## src/rtl/ddr3_init_pkg.sv

```systemverilog
package ddr3_init_pkg;
  localparam int LAT_W     = 4;
  localparam int NUM_RANKS = 2;
  localparam int RANK_W    = (NUM_RANKS > 1) ? $clog2(NUM_RANKS) : 1;
  localparam int WORD_W    = 32;
  localparam int PL_W      = 16;

  localparam int PL_LSB    = 16;
  localparam int FLAG_BIT  = 15;
  localparam int CODE_LSB  = 4;
  localparam int CODE_W    = 3;
  localparam int CS_BIT    = 3;
  localparam int BANK_W    = 3;

  localparam logic [CODE_W-1:0] CODE_LMR = 3'd3;
  localparam logic [CODE_W-1:0] CODE_ZQ  = 3'd4;

  typedef enum logic [2:0] {
    ST_REQ, ST_MR2, ST_MR3, ST_MR1, ST_MR0, ST_ZQ, ST_REL
  } step_e;

  typedef struct packed {
    logic [LAT_W-1:0] cwl;
    logic [LAT_W-1:0] cl;
    logic [LAT_W-1:0] wr;
    logic [1:0]       rtt_wr;
    logic [1:0]       rtt_nom;
    logic             srt;
    logic             fpd;
    logic             two_ranks;
  } cfg_t;

  function automatic logic [WORD_W-1:0] pack_word(
    input logic [PL_W-1:0]   pl,
    input logic              flag,
    input logic [CODE_W-1:0] code,
    input logic              cs,
    input logic [BANK_W-1:0] bank
  );
    logic [WORD_W-1:0] w;
    w = '0;
    w[PL_LSB +: PL_W]     = pl;
    w[FLAG_BIT]           = flag;
    w[CODE_LSB +: CODE_W] = code;
    w[CS_BIT]             = cs;
    w[0 +: BANK_W]        = bank;
    return w;
  endfunction
endpackage

```

## src/rtl/ddr3_init_cfg_latch.sv

```systemverilog
module ddr3_init_cfg_latch
  import ddr3_init_pkg::*;
(
  input  logic             clk_i,
  input  logic             rst_ni,
  input  logic             load_i,
  input  logic [LAT_W-1:0] cwl_i,
  input  logic [LAT_W-1:0] cl_i,
  input  logic [LAT_W-1:0] wr_i,
  input  logic [1:0]       rtt_wr_i,
  input  logic [1:0]       rtt_nom_i,
  input  logic             srt_i,
  input  logic             fpd_i,
  input  logic [1:0]       cs_count_i,
  output cfg_t             cfg_o
);
  always_ff @(posedge clk_i or negedge rst_ni) begin
    if (!rst_ni) begin
      cfg_o <= '0;
    end else if (load_i) begin
      cfg_o.cwl       <= cwl_i;
      cfg_o.cl        <= cl_i;
      cfg_o.wr        <= wr_i;
      cfg_o.rtt_wr    <= rtt_wr_i;
      cfg_o.rtt_nom   <= rtt_nom_i;
      cfg_o.srt       <= srt_i;
      cfg_o.fpd       <= fpd_i;
      cfg_o.two_ranks <= (cs_count_i == 2'd2);
    end
  end
endmodule

```

## src/rtl/ddr3_init_fsm.sv

```systemverilog
module ddr3_init_fsm
  import ddr3_init_pkg::*;
(
  input  logic              clk_i,
  input  logic              rst_ni,
  input  logic              start_i,
  input  logic              ready_i,
  input  logic              two_ranks_i,
  output logic              load_o,
  output logic              active_o,
  output step_e             step_o,
  output logic [RANK_W-1:0] rank_o,
  output logic              done_o
);
  logic              last_rank;
  logic [RANK_W-1:0] rank_max;

  assign rank_max  = two_ranks_i ? RANK_W'(NUM_RANKS - 1) : '0;
  assign last_rank = (rank_o == rank_max);
  assign load_o    = start_i && !active_o;

  always_ff @(posedge clk_i or negedge rst_ni) begin
    if (!rst_ni) begin
      active_o <= 1'b0;
      step_o   <= ST_REQ;
      rank_o   <= '0;
      done_o   <= 1'b0;
    end else begin
      done_o <= 1'b0;
      if (!active_o) begin
        if (start_i) begin
          active_o <= 1'b1;
          step_o   <= ST_REQ;
          rank_o   <= '0;
        end
      end else if (ready_i) begin
        unique case (step_o)
          ST_REQ: step_o <= ST_MR2;
          ST_MR2: step_o <= ST_MR3;
          ST_MR3: step_o <= ST_MR1;
          ST_MR1: step_o <= ST_MR0;
          ST_MR0: step_o <= ST_ZQ;
          ST_ZQ: begin
            if (last_rank) begin
              step_o <= ST_REL;
            end else begin
              rank_o <= rank_o + 1'b1;
              step_o <= ST_MR2;
            end
          end
          ST_REL: begin
            active_o <= 1'b0;
            done_o   <= 1'b1;
            step_o   <= ST_REQ;
            rank_o   <= '0;
          end
          default: step_o <= ST_REQ;
        endcase
      end
    end
  end
endmodule

```

## src/rtl/ddr3_init_word_gen.sv

```systemverilog
module ddr3_init_word_gen
  import ddr3_init_pkg::*;
(
  input  logic              active_i,
  input  step_e             step_i,
  input  logic [RANK_W-1:0] rank_i,
  input  cfg_t              cfg_i,
  output logic [WORD_W-1:0] word_o
);
  localparam int MR2_RTTWR_LSB = 9;
  localparam int MR2_SRT_BIT   = 7;
  localparam int MR2_CWL_LSB   = 3;
  localparam int MR1_NOM0_BIT  = 2;
  localparam int MR1_NOM1_BIT  = 6;
  localparam int MR0_CL_LSB    = 4;
  localparam int MR0_DLL_BIT   = 8;
  localparam int MR0_WR_LSB    = 9;
  localparam int MR0_FPD_BIT   = 12;
  localparam int ZQ_LONG_BIT   = 10;

  logic [LAT_W-1:0]  cwl_m3, cl_m1, wr_m3;
  logic [PL_W-1:0]   pl;
  logic              flag, cs;
  logic [CODE_W-1:0] code;
  logic [BANK_W-1:0] bank;

  assign cwl_m3 = cfg_i.cwl - LAT_W'(3);
  assign cl_m1  = cfg_i.cl  - LAT_W'(1);
  assign wr_m3  = cfg_i.wr  - LAT_W'(3);

  always_comb begin
    pl   = '0;
    flag = 1'b1;
    code = CODE_LMR;
    bank = '0;
    cs   = rank_i[0];
    unique case (step_i)
      ST_REQ: begin
        code = '0;
        cs   = 1'b0;
      end
      ST_MR2: begin
        pl[MR2_RTTWR_LSB +: 2] = cfg_i.rtt_wr;
        pl[MR2_SRT_BIT]        = cfg_i.srt;
        pl[MR2_CWL_LSB +: 2]   = cwl_m3[1:0];
        bank                   = 3'd2;
      end
      ST_MR3: bank = 3'd3;
      ST_MR1: begin
        pl[MR1_NOM0_BIT] = cfg_i.rtt_nom[0];
        pl[MR1_NOM1_BIT] = cfg_i.rtt_nom[1];
        bank             = 3'd1;
      end
      ST_MR0: begin
        pl[MR0_CL_LSB +: 4] = cl_m1[3:0];
        pl[MR0_DLL_BIT]     = 1'b1;
        pl[MR0_WR_LSB +: 3] = wr_m3[2:0];
        pl[MR0_FPD_BIT]     = cfg_i.fpd;
      end
      ST_ZQ: begin
        pl[ZQ_LONG_BIT] = 1'b1;
        code            = CODE_ZQ;
      end
      ST_REL: begin
        flag = 1'b0;
        code = '0;
        cs   = 1'b0;
      end
      default: begin
        flag = 1'b0;
        code = '0;
        cs   = 1'b0;
      end
    endcase
  end

  assign word_o = active_i ? pack_word(pl, flag, code, cs, bank) : '0;
endmodule

```

## src/rtl/ddr3_mr_init_seq.sv

```systemverilog
module ddr3_mr_init_seq
  import ddr3_init_pkg::*;
(
  input  logic              clk_i,
  input  logic              rst_ni,
  input  logic              start_i,
  input  logic [LAT_W-1:0]  cwl_i,
  input  logic [LAT_W-1:0]  cl_i,
  input  logic [LAT_W-1:0]  wr_i,
  input  logic [1:0]        rtt_wr_i,
  input  logic [1:0]        rtt_nom_i,
  input  logic              srt_i,
  input  logic              fast_pd_exit_i,
  input  logic [1:0]        cs_count_i,
  input  logic              cmd_ready_i,
  output logic [WORD_W-1:0] cmd_o,
  output logic              cmd_valid_o,
  output logic              busy_o,
  output logic              done_o
);
  cfg_t              cfg;
  logic              load, active;
  step_e             step;
  logic [RANK_W-1:0] rank;

  ddr3_init_cfg_latch u_cfg (
    .clk_i      (clk_i),
    .rst_ni     (rst_ni),
    .load_i     (load),
    .cwl_i      (cwl_i),
    .cl_i       (cl_i),
    .wr_i       (wr_i),
    .rtt_wr_i   (rtt_wr_i),
    .rtt_nom_i  (rtt_nom_i),
    .srt_i      (srt_i),
    .fpd_i      (fast_pd_exit_i),
    .cs_count_i (cs_count_i),
    .cfg_o      (cfg)
  );

  ddr3_init_fsm u_fsm (
    .clk_i       (clk_i),
    .rst_ni      (rst_ni),
    .start_i     (start_i),
    .ready_i     (cmd_ready_i),
    .two_ranks_i (cfg.two_ranks),
    .load_o      (load),
    .active_o    (active),
    .step_o      (step),
    .rank_o      (rank),
    .done_o      (done_o)
  );

  ddr3_init_word_gen u_word (
    .active_i (active),
    .step_i   (step),
    .rank_i   (rank),
    .cfg_i    (cfg),
    .word_o   (cmd_o)
  );

  assign cmd_valid_o = active;
  assign busy_o      = active;
endmodule

```

## config.mk

```make
export PLATFORM = sky130hd
export DESIGN_NAME = ddr3_mr_init_seq
export DESIGN_NICKNAME = d
export VERILOG_FILES = /design/src/rtl/ddr3_init_pkg.sv /design/src/rtl/ddr3_init_cfg_latch.sv /design/src/rtl/ddr3_init_fsm.sv /design/src/rtl/ddr3_init_word_gen.sv /design/src/rtl/ddr3_mr_init_seq.sv
export SDC_FILE = /design/constraint.sdc
export NUM_CORES = 1
export LEC_CHECK = 0
export BUFFER_PORTS_ARGS = -buffer_cell sky130_fd_sc_hd__buf_2
export CAP_MARGIN = 20
export CORE_AREA = 4 4 64 66
export CTS_CLUSTER_SIZE = 28
export DETAILED_ROUTE_END_ITERATION = 8
export DIE_AREA = 0 0 68 70
export GPL_TIMING_DRIVEN = 0
export PLACE_DENSITY = 0.77
export SKIP_CTS_REPAIR_TIMING = 1
export SLEW_MARGIN = 20
export SYNTH_ARGS = -nofsm -noshare
export SYNTH_HDL_FRONTEND = slang
export SYNTH_SLANG_ARGS = --single-unit
```

## constraint.sdc

```tcl
create_clock -name clk_i -period 2.2 [get_ports clk_i]
set_input_delay 0.33 -clock clk_i [delete_from_list [all_inputs] [get_ports clk_i]]
set_output_delay 0.33 -clock clk_i [all_outputs]
set_load 0.01 [all_outputs]
```

# After elaboration in Yosys (flattened, before gate mapping)
# Cells that the tools add are included.
# op_classes
addsub,4
eq_ne,11
n_mux,33
reduce_logical,9
# op_table
operator,n
29-bit 2-to-1 mux,1
1-bit 2-to-1 mux,18
3-bit one-hot mux with 6 select lines,1
3-bit 2-to-1 mux,4
1-bit one-hot mux with 2 select lines,5
"3-bit equality test, second input constant",3
"3-bit by 2-bit equality test with 1-bit output, second input constant",2
"3-bit inequality test, second input constant",2
2-bit one-hot mux with 3 select lines,1
3-bit one-hot mux with 2 select lines,1
6-bit OR reduction,1
5-bit OR reduction,1
4-bit AND reduction,1
4-bit OR reduction,1
"4-bit by 1-bit subtractor with 4-bit output, second input constant",1
"3-bit by 1-bit equality test with 1-bit output, second input constant",1
3-bit zero test,1
1-bit one-hot mux with 3 select lines,1
"3-bit by 2-bit subtractor with 3-bit output, second input constant",1
"2-bit equality test, second input constant",1
2-bit 2-to-1 mux,1
"2-bit inequality test, second input constant",1
2-bit AND reduction,1
2-bit nonzero test,1
other kinds (5),5
# totals
register_bits,22
in_bits,24
output_inout_bits,35
wordCells,69

# Longest topological paths before layout
# Gate-level depths: netlist of the first run.
# depth
word_depth,6
depth_mapped,5
depth_no_buf,5

# Cells and area by module
# Synthesis of the first run repeated with hierarchy kept, for this count alone.
# unflattened
cells_unflattened,144
area_unflattened_um2,1550.2
# by_module_without_submodules
module,n_inst,cells_per_inst,area_per_inst_um2,seq_area_each_um2
ddr3_init_cfg_latch,1,42,784.5,475.5
ddr3_init_word_gen,1,65,419.2,0.0
ddr3_init_fsm,1,36,339.1,150.1
ddr3_mr_init_seq,1,1,7.5,0.0

# Worst setup path before layout of the first run
# No wires, ideal clock.
# synth_path
kind,register -> output
from,reg u_fsm.active_o
to,out cmd_o[3]
arrival_time_ps,1122
path_slack_ps,748
path_stages_with_launch,3
n_path_buf,0
cell_sequence,dfrtp_1 -> a21boi_0 -> and3_1
# synth_via
elab_chain_len,1
# synth_rtl
item,line,rtl
"start, declared",ddr3_init_fsm.sv:10,"output logic active_o,"
"start signal, assigned",ddr3_init_fsm.sv:24,active_o <= 1'b0;
"start signal, assigned",ddr3_init_fsm.sv:32,active_o <= 1'b1;
"start signal, assigned",ddr3_init_fsm.sv:52,active_o <= 1'b0;
29-bit 2-to-1 mux,ddr3_init_word_gen.sv:77,"assign word_o = active_i ? pack_word(pl, flag, code, cs, bank) : '0;"
"end, declared",ddr3_mr_init_seq.sv:16,"output logic [WORD_W-1:0] cmd_o,"
# Every way passes these cells.

# Final worst setup path of the first run
# layout_path
from,reg u_fsm.step_o[1]
to,out cmd_o[23]
# layout_via
elab_chain_len,3
elab_cells_between_ends,4
# layout_rtl
item,line,rtl
"start, declared",ddr3_init_fsm.sv:11,"output step_e step_o,"
"start signal, assigned",ddr3_init_fsm.sv:25,step_o <= ST_REQ;
"start signal, assigned",ddr3_init_fsm.sv:33,step_o <= ST_REQ;
"start signal, assigned",ddr3_init_fsm.sv:38,ST_REQ: step_o <= ST_MR2;
3-bit equality test / 3-bit by 1-bit equality test with 1-bit output (equally long branches),ddr3_init_word_gen.sv:37,unique case (step_i)
1-bit one-hot mux with 2 select lines *,ddr3_init_word_gen.sv:37,
29-bit 2-to-1 mux *,ddr3_init_word_gen.sv:77,
# Mark *: on every way between the ends. The rest lies on a longest branch, timed or not.

==> out/qor.txt, run 1 <==
Gr usage total = 0.147
Switching power share of the total = 0.439
Core area = 3580 µm²
Most frequent cells in the layout = 47 x nand2_1, 46 x buf_2, 22 x dfrtp_1
Slew Viols, Final = 0
Final core utilization = 0.481
Final Instance Area = 1720 µm²
Mapped cell area = 1370 µm²
Reg clk slew, reported paths = 0.12 ns
First-pass GRT wire length = 5.53 mm
Crit start category = flop
Initial antenna violation count = 0
Num CTS Buffers = 3
Worst clock skew = 0.00425 ns
Setup CP Type = flop to output pin
CP max-delay cell = dfrtp_1
WP data arrival = 1.62 ns
Clock root cell = clkbuf_4
Tmin final = 1.95 ns
Non-filler cells, final = 272
Number of synthesized flops with an enable pin = 0
Placed Cells = 268
Pwr dens = 1280 nW/µm²
Sequential-to-total area share from yosys stat = 0.402
CTS tree = built
Syn avg cell area = 8.25 µm²
Worst Path Buf+Inv = 2
Drt drc = 0
Period utilization = 0.884
Most used flip-flop cell after synthesis = dfrtp_1
Yosys top cell area share = 0.402
Routed Antenna Nets = 0
Grt met1 use = 0.189
Ports = 59
CTS HTree Levels = 1
Clk_lat worst skew = 0.30 ns
RePlAce Congestion = 0.877
Drt first pass iters = 4
RSZ-0062 raised after global routing = false
Most common cell after layout, fill and taps aside = nand2_1
Worst endpoint required time = 1.87 ns
Met2 Usage GRT = 0.243
# diodes = 0
Total gr overflow = 0
Number of port buffers = 41
Maximum clock path buffer count = 2
Int Pwr = 1.23 mW
Net Sw Power = 0.963 mW
Distinct cells, synth = 34
Setup-failing EPs final = 0
Hold slack = -0.0304 ns
DRT iter0 DRCs = 44
Synth warn = 0
Worst-path cell chain = buf_6, nor2_1, nand3_1, o32ai_1, buf_2
Vias = 1268
Mapped Cells = 166
Initial Util = 0.383
Kind of cell adding the most delay to the critical path = simple AND/OR/NAND/NOR gates
Via density = 4.66
Max_cap viols = 0
Crit-path max FO = 8
Routed WL = 3.18 mm
Synth async-reset ratio = 1.00
Busiest grt layer = met2
Synth top area cells = dfrtp_1 40%, nand2_1 13%, buf_4 8.8%
F_max = 514 MHz
Vias in the first global route = 1256
CP endpoint kind = output pin
HP Class = primary input to async pin
Max incr delay on CP = 0.39 ns
Die Wd = 68 µm
Fillers = 364
Detailed placement HPWL = 2.50 mm
Pwr Total = 2.19 mW
Setup TNS = 0 ns
Static Leakage = 0.976 nW
Clock power share = 0.100
CTS sink count = 22
Gate power share = 0.564
Routed len/inst = 11.7 µm
Max VDD drop = 0.498 mV
Area Overhead vs Synth = 25.6%
Reg power frac = 0.337
Failing checks = negative hold slack
Nets = 251
Die Height = 70 µm
Met3 usage = 0.0209
Largest net degree at the start of global routing = 23
Status = finished, violations left
Final hold violations = 22
Die ar. = 4760 µm²
FP Rows = 22
Post-synth top area cell = dfrtp_1
Share of cells above drive strength 1 = 0.321
Placement Cell Area = 1680 µm²
#FFs+latches synth = 22
layout make-up:
cell class	instances	area, µm²	share of cell area
Sequential cell	22	551	0.320
Clock buffer	4	36.3	0.0211
Timing Repair Buffer	41	205	0.119
Buffer	24	179	0.104
Multi-Input combinational cell	126	663	0.385
Tap cell	48	60.1	0.0349
Inverter	7	26.3	0.0153
Yosys cell counts (4+ instances only):
cell type	number
buf_2	5
buf_4	16
dfrtp_1	22
inv_1	5
nand2_1	47
nor2_1	11
nor2b_1	4
o21ai_0	7
routing by layer:
metal | wire (µm) | up-vias
met3 | 224 | 6
met5 | 0 | -
li1 | - | 631
met4 | 49 | 0
met1 | 1380 | 578
met2 | 1520 | 53
registers in the layout, summed over array words and instances (netlist names):
signal,count
u_fsm.active_o,1
u_fsm.step_o,3
u_fsm.done_o,1
u_cfg.cfg_o,16
u_fsm.rank_o,1
kinds of logic after synthesis:
group,after synthesis,share of synthesized area
compound gates,22,0.115
xor+xnor,6,0.0384
fa+ha+maj,2,0.0183
buf+inv,31,0.150
flops,22,0.402
mux,1,0.00731
other cells,1,0.00274
simple gates,81,0.267
worst reg2reg max path: cells and delay by family, from the launching register on:
kind / cells / cell delay [ns]
flip-flops: 1 / 0.50
AO/OA/AOI/OAI: 2 / 0.41
buffers and inverters: 1 / 0.18
AND/OR/NAND/NOR: 1 / 0.10
power by group through the flow:
stage | Sequential (mW) | Combinational (mW) | Clock, mW
after global routing | 0.766 | 1.41 | 0.245
after floorplan | 0.711 | 0.883 | 0
final | 0.739 | 1.24 | 0.219
after CTS | 0.739 | 1.25 | 0.227
after detailed placement | 0.750 | 1.24 | 0
after global placement | 0.742 | 1.21 | 0
path summary, 6_finish.rpt:
kind                                    to            start  cells past startpoint  slack (ns)
max                              cmd_o[23]  u_fsm.step_o[1]                      5        0.25
min reg2reg                 u_cfg.cfg_o[6]   u_cfg.cfg_o[6]                      2        0.49
max in group asynchronous   u_cfg.cfg_o[6]           rst_ni                      1        1.90
max reg2reg                   u_fsm.rank_o   u_fsm.active_o                      4        0.88
min in group clk_i         u_cfg.cfg_o[13]          cl_i[2]                      3        0.21
min                         u_cfg.cfg_o[1]           rst_ni                      1       -0.03
through the flow:
step	setup WS (ns)	hold WS, ns
finish	0.255	-0.0304
global route	0.119	0.0103
CTS	0.211	-0.0168
detailed placement	0.566	0.326
global placement	0.579	0.324
floorplan	0.748	0.0344
(Power assumes the default switching activity.)
==> inputs of run 2 (changes only) <==
--- a/config.mk
+++ b/config.mk
@@ -12,7 +12,7 @@
 export DETAILED_ROUTE_END_ITERATION = 8
 export DIE_AREA = 0 0 68 70
 export GPL_TIMING_DRIVEN = 0
-export PLACE_DENSITY = 0.77
+export PLACE_DENSITY = 0.7
 export SKIP_CTS_REPAIR_TIMING = 1
 export SLEW_MARGIN = 20
 export SYNTH_ARGS = -nofsm -noshare
==> out/qor.txt, run 2 (synthesized netlist as in run 1, its figures left out) <==
Status = finished clean (was finished, violations left)
Net Sw Power = 0.971 mW (was 0.963 mW)
Initial antenna violation count = 0 (unchanged)
Initial Util = 0.383 (unchanged)
Routed Antenna Nets = 0 (unchanged)
Reg power frac = 0.321 (was 0.337)
Vias = 1232 (was 1268)
Share of cells above drive strength 1 = 0.320 (was 0.321)
Clock root cell = clkbuf_4 (unchanged)
RSZ-0062 raised after global routing = false (unchanged)
Static Leakage = 0.987 nW (was 0.976 nW)
CP endpoint kind = output pin (unchanged)
Tmin final = 1.97 ns (was 1.95 ns)
Die ar. = 4760 µm² (unchanged)
Int Pwr = 1.31 mW (was 1.23 mW)
Setup-failing EPs final = 0 (unchanged)
Period utilization = 0.896 (was 0.884)
WP data arrival = 1.64 ns (was 1.62 ns)
Clock power share = 0.137 (was 0.100)
Gate power share = 0.542 (was 0.564)
Gr usage total = 0.150 (was 0.147)
Hold slack = 0.197 ns (was -0.0304 ns)
Die Height = 70 µm (unchanged)
Switching power share of the total = 0.425 (was 0.439)
Placed Cells = 268 (unchanged)
Crit-path max FO = 8 (unchanged)
Max_cap viols = 0 (unchanged)
Clk_lat worst skew = 0.31 ns (was 0.30 ns)
Most frequent cells in the layout = 47 x nand2_1, 46 x buf_2, 22 x dfrtp_1 (unchanged)
Slew Viols, Final = 0 (unchanged)
Final Instance Area = 1750 µm² (was 1720 µm²)
Num CTS Buffers = 3 (unchanged)
Max VDD drop = 0.446 mV (was 0.498 mV)
Slew margin rel. = 0.658
First-pass GRT wire length = 5.53 mm (unchanged)
FP Rows = 22 (unchanged)
Setup CP Type = flop to output pin (unchanged)
Routed len/inst = 11.8 µm (was 11.7 µm)
Die Wd = 68 µm (unchanged)
Detailed placement HPWL = 2.46 mm (was 2.50 mm)
CTS tree = built (unchanged)
Pwr dens = 1310 nW/µm² (was 1280 nW/µm²)
Setup TNS = 0 ns (unchanged)
Max reg flops = 16 (unchanged)
Final core utilization = 0.488 (was 0.481)
Worst-Margin Slew = 0.513 ns
Setup slack at placement = 0.558 ns (was 0.566 ns)
DRT iter0 DRCs = 72 (was 44)
Area Overhead vs Synth = 27.5% (was 25.6%)
Ports = 59 (unchanged)
# diodes = 0 (unchanged)
Routed WL = 3.22 mm (was 3.18 mm)
Via density = 4.51 (was 4.66)
Biggest register = u_cfg.cfg_o (unchanged)
Number of port buffers = 41 (unchanged)
Pwr Total = 2.29 mW (was 2.19 mW)
Final hold violations = 0 (was 22)
Total gr overflow = 0 (unchanged)
Most common cell after layout, fill and taps aside = nand2_1 (unchanged)
Maximum clock path buffer count = 2 (unchanged)
Largest registers = u_cfg.cfg_o x16, u_fsm.step_o x3 (unchanged)
Vias in the first global route = 1192 (was 1256)
F_max = 507 MHz (was 514 MHz)
HP Class = primary input to flop (was primary input to async pin)
Reg clk slew, reported paths = 0.13 ns (was 0.12 ns)
Worst R2R Start = u_fsm.active_o (unchanged)
Core area = 3580 µm² (unchanged)
Nets = 252 (was 251)
Path depth of the worst reg2reg path = 4 (unchanged)
Placement Cell Area = 1680 µm² (unchanged)
Min-Delay Startpoint = wr_i[1]
Worst clock skew = 0.000888 ns (was 0.00425 ns)
Hold path cells = 3
R2R setup slack = 0.91 ns (was 0.88 ns)
RePlAce Congestion = 0.866 (was 0.877)
CTS HTree Levels = 1 (unchanged)
WHS Endpoint = u_cfg.cfg_o[8]
Setup ws final = 0.230 ns (was 0.255 ns)
Drt drc = 0 (unchanged)
Reg-to-reg endpoint = u_fsm.rank_o (unchanged)
Worst endpoint required time = 1.87 ns (about the same)
Largest net degree at the start of global routing = 23 (unchanged)
CTS sink count = 22 (unchanged)
Drt first pass iters = 4 (unchanged)
Non-filler cells, final = 273 (was 272)
Crit start category = flop (unchanged)
[run 2: cell type report]
type                            count  area [µm²]
Timing Repair Buffer               42         215
Clock inverter                      1        30.0
Buffer                             24         179
Sequential cell                    22         551
Multi-Input combinational cell    126         663
Inverter                            7        26.3
Clock buffer                        3        22.5
Tap cell                           48        60.1
Fill cell                         370        1830
[run 2: worst max-delay path by stage]
stage                                from        end  slack [ns]  depth (start not counted)
after floorplan            u_fsm.active_o   cmd_o[3]        0.75                          2
after global placement    u_fsm.step_o[2]  cmd_o[23]        0.56                          4
after detailed placement  u_fsm.step_o[1]  cmd_o[23]        0.56                          5
after CTS                 u_fsm.step_o[1]  cmd_o[23]        0.19                          5
after global routing      u_fsm.step_o[1]  cmd_o[23]        0.04                          5
final                     u_fsm.step_o[1]  cmd_o[23]        0.23                          5
[run 2: power groups by stage]
| stage | Sequential, mW | Clock (mW) | Combinational, mW |
|---|---|---|---|
| after floorplan | 0.711 | 0 | 0.883 |
| after global routing | 0.769 | 0.342 | 1.41 |
| after detailed placement | 0.747 | 0 | 1.24 |
| final | 0.734 | 0.313 | 1.24 |
| after global placement | 0.744 | 0 | 1.24 |
| after CTS | 0.736 | 0.324 | 1.25 |
[run 2: critical path, stage by stage (launching register included)]
cell,delay (ns)
dfrtp_1,0.39
buf_6,0.13
nor2_1,0.19
nand3_1,0.25
o32ai_1,0.19
buf_2,0.18
[run 2: layer usage]
metal,GRT usage,vias to the layer above,share of wire
met1,0.206,557,0.45
met5,0,-,0
met3,0.0241,2,0.063
met4,0.0397,0,0.0056
met2,0.240,40,0.48
li1,-,633,-
